**src/rtl/bks_pkg.sv**
```systemverilog
package bks_pkg;
  localparam int KEY_BITS  = 448;
  localparam int WORD_BITS = 32;
  localparam int P_COUNT   = 18;
  localparam int S_COUNT   = 4;
  localparam int S_DEPTH   = 256;

  typedef enum logic [2:0] {
    ST_IDLE,
    ST_XOR,
    ST_START,
    ST_WAIT,
    ST_WR_L,
    ST_WR_R,
    ST_DONE
  } ks_state_e;
endpackage

```
**src/rtl/bks_key_words.sv**
```systemverilog
module bks_key_words #(
  parameter int KEY_W       = 448,
  parameter int WORD_W      = 32,
  parameter int FIXED_WORDS = 0,
  localparam int MAX_WORDS  = KEY_W / WORD_W,
  localparam int SZ_W       = $clog2(MAX_WORDS + 1),
  localparam int IDX_W      = $clog2(MAX_WORDS)
) (
  input  logic              clk_i,
  input  logic              rst_ni,
  input  logic              load_i,
  input  logic [KEY_W-1:0]  key_i,
  input  logic [SZ_W-1:0]   size_i,
  input  logic              step_i,
  output logic [WORD_W-1:0] word_o
);
  localparam logic [IDX_W-1:0] TOP_IDX = IDX_W'(MAX_WORDS - 1);

  logic [MAX_WORDS-1:0][WORD_W-1:0] key_q;
  logic [IDX_W-1:0] idx_q;
  logic [IDX_W-1:0] last_w;

  always_ff @(posedge clk_i or negedge rst_ni) begin
    if (!rst_ni)     key_q <= '0;
    else if (load_i) key_q <= key_i;
  end

  generate
    if (FIXED_WORDS == 0) begin : g_runtime
      logic [IDX_W-1:0] last_q;
      always_ff @(posedge clk_i or negedge rst_ni) begin
        if (!rst_ni) last_q <= TOP_IDX;
        else if (load_i)
          last_q <= (size_i == '0 || size_i > SZ_W'(MAX_WORDS))
                    ? TOP_IDX : IDX_W'(size_i - 1'b1);
      end
      assign last_w = last_q;
    end else begin : g_fixed
      // length known at build time: wrap point is a constant
      assign last_w = IDX_W'(FIXED_WORDS - 1);
    end
  endgenerate

  // wrapping counter replaces i mod n
  always_ff @(posedge clk_i or negedge rst_ni) begin
    if (!rst_ni)      idx_q <= '0;
    else if (load_i)  idx_q <= '0;
    else if (step_i)  idx_q <= (idx_q == last_w) ? '0 : idx_q + 1'b1;
  end

  assign word_o = key_q[TOP_IDX - idx_q];
endmodule

```
**src/rtl/bks_addr_gen.sv**
```systemverilog
module bks_addr_gen #(
  parameter int P_ENTRIES = 18,
  parameter int S_TABLES  = 4,
  parameter int S_ENTRIES = 256,
  localparam int TBL_W    = $clog2(S_TABLES + 1),
  localparam int IDX_W    = $clog2((S_ENTRIES > P_ENTRIES) ? S_ENTRIES : P_ENTRIES)
) (
  input  logic             clk_i,
  input  logic             rst_ni,
  input  logic             clear_i,
  input  logic             step_i,
  output logic [TBL_W-1:0] tbl_o,
  output logic [IDX_W-1:0] idx_o,
  output logic             p_last_o,
  output logic             all_last_o
);
  localparam logic [IDX_W-1:0] P_END = IDX_W'(P_ENTRIES - 1);
  localparam logic [IDX_W-1:0] S_END = IDX_W'(S_ENTRIES - 1);
  localparam logic [TBL_W-1:0] T_END = TBL_W'(S_TABLES);

  logic [TBL_W-1:0] tbl_q;
  logic [IDX_W-1:0] idx_q;
  logic in_p, row_end;

  assign in_p    = (tbl_q == '0);
  assign row_end = in_p ? (idx_q == P_END) : (idx_q == S_END);

  always_ff @(posedge clk_i or negedge rst_ni) begin
    if (!rst_ni) begin
      tbl_q <= '0;
      idx_q <= '0;
    end else if (clear_i) begin
      tbl_q <= '0;
      idx_q <= '0;
    end else if (step_i) begin
      idx_q <= row_end ? '0 : idx_q + 1'b1;
      if (row_end) tbl_q <= tbl_q + 1'b1;
    end
  end

  assign tbl_o      = tbl_q;
  assign idx_o      = idx_q;
  assign p_last_o   = in_p && (idx_q == P_END);
  assign all_last_o = (tbl_q == T_END) && (idx_q == S_END);
endmodule

```
**src/rtl/bks_fsm.sv**
```systemverilog
module bks_fsm
  import bks_pkg::*;
(
  input  logic      clk_i,
  input  logic      rst_ni,
  input  logic      new_key_i,
  input  logic      eng_done_i,
  input  logic      p_last_i,
  input  logic      all_last_i,
  output ks_state_e state_o,
  output logic      ready_o,
  output logic      load_o,
  output logic      clear_o,
  output logic      step_o,
  output logic      word_step_o,
  output logic      we_o,
  output logic      start_o,
  output logic      capture_o
);
  ks_state_e state_q, state_d;

  always_ff @(posedge clk_i or negedge rst_ni) begin
    if (!rst_ni) state_q <= ST_IDLE;
    else         state_q <= state_d;
  end

  always_comb begin
    state_d     = state_q;
    ready_o     = 1'b0;
    load_o      = 1'b0;
    clear_o     = 1'b0;
    step_o      = 1'b0;
    word_step_o = 1'b0;
    we_o        = 1'b0;
    start_o     = 1'b0;
    capture_o   = 1'b0;
    unique case (state_q)
      ST_IDLE: begin
        ready_o = 1'b1;
        if (new_key_i) begin
          load_o  = 1'b1;
          clear_o = 1'b1;
          state_d = ST_XOR;
        end
      end
      ST_XOR: begin
        we_o        = 1'b1;
        step_o      = 1'b1;
        word_step_o = 1'b1;
        if (p_last_i) begin
          clear_o = 1'b1;   // rewind to subkey 0 for the write-back pass
          state_d = ST_START;
        end
      end
      ST_START: begin
        start_o = 1'b1;
        state_d = ST_WAIT;
      end
      ST_WAIT: begin
        if (eng_done_i) begin
          capture_o = 1'b1;
          state_d   = ST_WR_L;
        end
      end
      ST_WR_L: begin
        we_o    = 1'b1;
        step_o  = 1'b1;
        state_d = ST_WR_R;
      end
      ST_WR_R: begin
        we_o    = 1'b1;
        step_o  = 1'b1;
        state_d = all_last_i ? ST_DONE : ST_START;
      end
      ST_DONE: state_d = ST_IDLE;
      default: state_d = ST_IDLE;
    endcase
  end

  assign state_o = state_q;
endmodule

```
**src/rtl/bks_key_sched.sv**
```systemverilog
module bks_key_sched
  import bks_pkg::*;
#(
  parameter int KEY_W       = KEY_BITS,
  parameter int WORD_W      = WORD_BITS,
  parameter int P_ENTRIES   = P_COUNT,
  parameter int S_TABLES    = S_COUNT,
  parameter int S_ENTRIES   = S_DEPTH,
  parameter int FIXED_WORDS = 0,
  localparam int MAX_WORDS  = KEY_W / WORD_W,
  localparam int SZ_W       = $clog2(MAX_WORDS + 1),
  localparam int TBL_W      = $clog2(S_TABLES + 1),
  localparam int IDX_W      = $clog2((S_ENTRIES > P_ENTRIES) ? S_ENTRIES : P_ENTRIES),
  localparam int BLK_W      = 2 * WORD_W
) (
  input  logic              clk_i,
  input  logic              rst_ni,
  input  logic [KEY_W-1:0]  key_i,
  input  logic [SZ_W-1:0]   key_words_i,
  input  logic              new_key_i,
  output logic              ready_o,
  output logic              mem_we_o,
  output logic [TBL_W-1:0]  mem_tbl_o,
  output logic [IDX_W-1:0]  mem_addr_o,
  output logic [WORD_W-1:0] mem_wdata_o,
  input  logic [WORD_W-1:0] p_rdata_i,
  output logic              eng_start_o,
  output logic [BLK_W-1:0]  eng_block_o,
  input  logic              eng_done_i,
  input  logic [BLK_W-1:0]  eng_result_i
);
  ks_state_e         state;
  logic              load, clear, step, word_step, capture;
  logic              p_last, all_last;
  logic [WORD_W-1:0] key_word;
  logic [BLK_W-1:0]  block_q;

  bks_fsm u_fsm (
    .clk_i      (clk_i),
    .rst_ni     (rst_ni),
    .new_key_i  (new_key_i),
    .eng_done_i (eng_done_i),
    .p_last_i   (p_last),
    .all_last_i (all_last),
    .state_o    (state),
    .ready_o    (ready_o),
    .load_o     (load),
    .clear_o    (clear),
    .step_o     (step),
    .word_step_o(word_step),
    .we_o       (mem_we_o),
    .start_o    (eng_start_o),
    .capture_o  (capture)
  );

  bks_key_words #(
    .KEY_W      (KEY_W),
    .WORD_W     (WORD_W),
    .FIXED_WORDS(FIXED_WORDS)
  ) u_words (
    .clk_i (clk_i),
    .rst_ni(rst_ni),
    .load_i(load),
    .key_i (key_i),
    .size_i(key_words_i),
    .step_i(word_step),
    .word_o(key_word)
  );

  bks_addr_gen #(
    .P_ENTRIES(P_ENTRIES),
    .S_TABLES (S_TABLES),
    .S_ENTRIES(S_ENTRIES)
  ) u_addr (
    .clk_i     (clk_i),
    .rst_ni    (rst_ni),
    .clear_i   (clear),
    .step_i    (step),
    .tbl_o     (mem_tbl_o),
    .idx_o     (mem_addr_o),
    .p_last_o  (p_last),
    .all_last_o(all_last)
  );

  // chained block: zero at key accept, then last engine result
  always_ff @(posedge clk_i or negedge rst_ni) begin
    if (!rst_ni)       block_q <= '0;
    else if (load)     block_q <= '0;
    else if (capture)  block_q <= eng_result_i;
  end

  assign eng_block_o = block_q;

  always_comb begin
    unique case (state)
      ST_XOR:  mem_wdata_o = p_rdata_i ^ key_word;
      ST_WR_L: mem_wdata_o = block_q[BLK_W-1:WORD_W];
      default: mem_wdata_o = block_q[WORD_W-1:0];
    endcase
  end
endmodule

```
**config.mk**
```make
export PLATFORM = sky130hd
export DESIGN_NAME = bks_key_sched
export DESIGN_NICKNAME = d
export VERILOG_FILES = /design/src/rtl/bks_pkg.sv /design/src/rtl/bks_key_words.sv /design/src/rtl/bks_addr_gen.sv /design/src/rtl/bks_fsm.sv /design/src/rtl/bks_key_sched.sv
export SDC_FILE = /design/constraint.sdc
export NUM_CORES = 1
export LEC_CHECK = 0
export BUFFER_PORTS_ARGS = -buffer_cell sky130_fd_sc_hd__buf_2
export CAP_MARGIN = 5
export CORE_MARGIN = 4
export CORE_UTILIZATION = 35
export CTS_CLUSTER_DIAMETER = 100
export DETAILED_ROUTE_END_ITERATION = 7
export PLACE_DENSITY = 0.67
export SLEW_MARGIN = 0
export SYNTH_ARGS = -nofsm -noshare
export SYNTH_HDL_FRONTEND = slang
export SYNTH_HIERARCHICAL = 1
export SYNTH_SLANG_ARGS = --single-unit
```
**constraint.sdc**
```tcl
create_clock -name clk_i -period 4 [get_ports clk_i]
set_input_delay 0 -clock clk_i [delete_from_list [all_inputs] [get_ports clk_i]]
set_output_delay 0 -clock clk_i [all_outputs]
set_load 0.005 [all_outputs]
```
==> flow_results.org <==
** Placed design
- Placed Instances :: 3272
- Post-detailed-placement half-perimeter wirelength :: 70400 um
- Buffers placed on the I/O ports in this run total 661.
- The congestion estimate from routability-driven global placement came to 0.877.
- Worst Setup Slack post-DPL :: 0.739 ns

** GRT
- Vias in the first global route :: 22300
- Final global-route overflow total :: 0
- Maximum number of pins on one net before global-route repair :: 125
- The initial antenna violation count was 31.
- First-pass GRT wire length :: 143000 um
- Across every metal layer, demand over resource in global routing totals 0.254.

** Power
- PwrDens :: 792 nW/um2
- Power comes to 29.1 mW.
- VDD sags by at most 0.443 mV.
- Static leakage power :: 16.4 nW

** Hold path
- The min-delay analysis places its worst path in the category input pin to asynchronous set/reset pin.

** Cells and area
- Layout net count :: 3483
- In the layout the commonest cells are buf_2, dfrtp_1, dlygate4sd3_1.
- Most common cell after layout, fill and taps aside :: buf_2
- Number of fill cells :: 5704
- In the final layout, flip-flops and latches occupy 13400 um2.
- The multi-input combinational cells in the finished layout cover a total of 11000 um2.
- Compared with the post-synthesis result, the final layout area differs by 46.7%.
- The count of cells in the finished layout, fillers not included, comes to 3938.
- Of the cells placed in the final design, the portion with a size suffix greater than 1 is 0.462.

** Synth
- In this run, synthesis produced a sequential element count of 534.
- Share of synthesized flip-flops with an asynchronous set or reset :: 1.00
- Synthesis handed over a netlist of 1754 instances.
- After synthesis, the mean cell area works out to 14.3 um2.
- Cell area after technology mapping :: 25000 um2
- Number of synthesis warnings :: 6
- Counting flops with a built-in enable in the synthesized netlist gives 0.
- Yosys mapped the design onto 62 distinct sky130hd cell types.
- For this run, the leading register cell type out of synthesis is dfrtp_1.
- Of the synthesized area, sequential elements account for 0.534.
- The number of nets handed over by synthesis was 2315.

** Timing
- Setup repair after global routing left no endpoint under its margin.
- Number of max-slew violations in the final report :: 0
- The routed design could run at a clock period as short as 3.66 ns.
- Setup total negative slack on the finished layout was measured at 0 ns.
- Achievable clock frequency :: 273 MHz
- Setup violations remaining at the end of the flow were counted as 0.
- The worst pin sits at a relative slew slack of 0.386.
- Worst Skew :: 0.0235 ns
- After layout, the worst setup slack is 0.340 ns.
- Worst-margin pin slew :: 0.919 ns
- Of the available clock period, the critical path in the final layout requires 0.915.
- Final Hold Violating Endpoints :: 0

** Worst setup path
- The worst setup path is launched from a flop.
- Of all nets on the critical path, the largest fanout is 33.
- Among the stages of the critical path, the cell type that occurs most often is nor2_1.
- The signal on the critical path passes through ha_2 -> or2_2 -> o21ai_0 -> o22ai_1 -> nor2_1 -> xnor2_1 -> nor2_1 -> a221o_1 -> buf_2.
- Arrival time of the worst setup path :: 3.66 ns
- The critical path in this run is classified as flop to primary output.
- Kind of end point of the critical path :: primary output
- CP max stage cell :: or2_2
- In this design, the stage delay of the slowest critical-path cell is 0.60 ns.
- Required time at the worst-slack endpoint :: 4.00 ns

** CTS
- Maximum level of the CTS H-tree :: 2
- Once the clock tree was built, the setup fixing pass inserted 0 buffers.
- Root cell of the clock tree :: clkbuf_16
- Clock transition at path regs :: 0.05 ns
- Counting along the longest clock path gives a buffer depth of 3.
- CTS tree :: yes
- For the worst-skew pair, the clock arrives at the later sink with an insertion delay of 0.62 ns.
- Num CTS Buffers :: 60
- Number of sinks handled by clock tree synthesis :: 534

** Route
- Aggregate routed wire length :: 99400 um
- Routed vias :: 20300
- After detailed routing, the number of remaining DRC violations is 0.
- After detailed routing, the number of vias per cell comes to 5.14.
- Once detail routing completed, the nets flagged for antenna violations numbered 0.
- The first detailed-routing pass ran for 5 iterations.
- In this run, the number of DRC markers left after iteration 0 of detailed routing was 1243.
- In the final routed layout, each cell accounts on average for 25.2 um.

** Floorplan
- Initial core utilization :: 0.355
- After floorplanning, the core was divided into 97 placement rows.
- Die Span X :: 275 um
- Die span in y :: 275 um
- Pin placement for this block handled 662 I/O pins.
- The floorplan step defined a die boundary enclosing 75800 um2.
- Placeable core region :: 70400 um2

** Status
- Run status :: finished, final reports clean

** Job
- Number of max-cap violations :: 0
-- path summary, 6_finish.rpt --
check,from,depth (start not counted),slack (ns),to
worst max-delay path,u_words/idx_q[1],9,0.34,mem_wdata_o[18]
worst min-delay path,rst_ni,2,0.06,u_words/key_q[141]
worst max register to register,u_fsm/state_o[0],6,1.10,eng_block_o[51]
worst min register to register,u_words/key_q[95],1,0.50,u_words/key_q[95]
max in group asynchronous,rst_ni,3,2.68,u_words/idx_q[0]
min in group clk_i,key_i[256],3,0.14,u_words/key_q[256]
-- cells by family (layout without fill, tap and decap cells) --
group           Yosys count  count (layout)  share of synthesized area
other cells               0              28                          0
compound gates          157             157                     0.0492
flops                   534             534                      0.534
buf+inv                 135            1351                     0.0299
fa+ha+maj                 9               9                    0.00450
xor+xnor                 42              42                     0.0153
mux                     661             661                      0.328
simple gates            216             216                     0.0387
-- flip-flops by register name (all words and copies together), names as in the netlist --
name / cells
u_addr/idx_o: 8
eng_block_o: 64
u_words/idx_q: 4
u_words/g_runtime.last_q: 4
u_words/key_q: 448
u_addr/tbl_o: 3
u_fsm/state_o: 3
-- critical path: cells and delay by family, from the launching register on --
kind | cells | cell delay, ns
AO/OA/AOI/OAI | 3 | 0.77
XOR/XNOR | 1 | 0.20
adder cells (fa/ha/maj) | 1 | 0.37
buffers and inverters | 1 | 0.13
flip-flops | 1 | 0.50
AND/OR/NAND/NOR | 3 | 1.07
-- repair_timing --
action | in CTS | in global routing
hold buffers | 528 | 0
setup endpoints to repair | 0 | 1
hold endpoints to repair | 614 | 0
resized for setup | 0 | 1
-- power breakdown --
group / total (mW) / switching, mW / internal (mW)
Combinational: 13.9 / 7.17 / 6.70
Clock: 5.51 / 2.32 / 3.19
Sequential: 9.69 / 1.68 / 8.01
Total: 29.1 / 11.2 / 17.9
-- cells in the mapped netlist (3+ instances only) --
master      n  area [um2]
dfstp_2     3        78.8
clkbuf_1   36         135
a21boi_1   16         120
xnor2_1    38         333
a21oi_1    20         100
and2_1      3        18.8
nor2_1    123         462
mux2i_1   114        1140
buf_6      15         169
o22ai_1    20         125
mux2_2    466        5250
nand2_1    44         165
mux4_2     80        1800
ha_1        9         113
buf_2      66         330
nor3_1      9        45.0
o221ai_1   16         140
nand3_1     3        15.0
or3_1       3        18.8
nand2b_1    8        50.1
buf_4       4        30.0
inv_1      10        37.5
dfrtp_1   531       13300
a221o_1    48         480
o21ai_0    22         110
-- routing by layer --
layer | GRT usage | wire (um)
met1 | 0.302 | 38300
met4 | 0.133 | 5680
met2 | 0.439 | 49600
met5 | 0 | 29
met3 | 0.0482 | 5830
-- through the flow --
step,hold slack (ns),util,area [um2]
2_1_floorplan,-0.296,-,25000
3_3_place_gp,0.113,0.417,29400
3_5_place_dp,0.142,0.417,29400
4_1_cts,0.0678,0.520,36600
5_1_grt,0.126,0.521,36700
6_report,0.0600,0.521,36700
-- layout make-up --
type / instances / share of cell area
well taps: 940 / 0.0321
diodes: 28 / 0.00191
repair buffers: 1231 / 0.248
flip-flops and latches: 534 / 0.365
clock buffers: 83 / 0.0466
multi-input cells: 1085 / 0.298
clock inverters: 27 / 0.00726
inverters: 10 / 0.00102
Power figures use the tool's default switching activity.
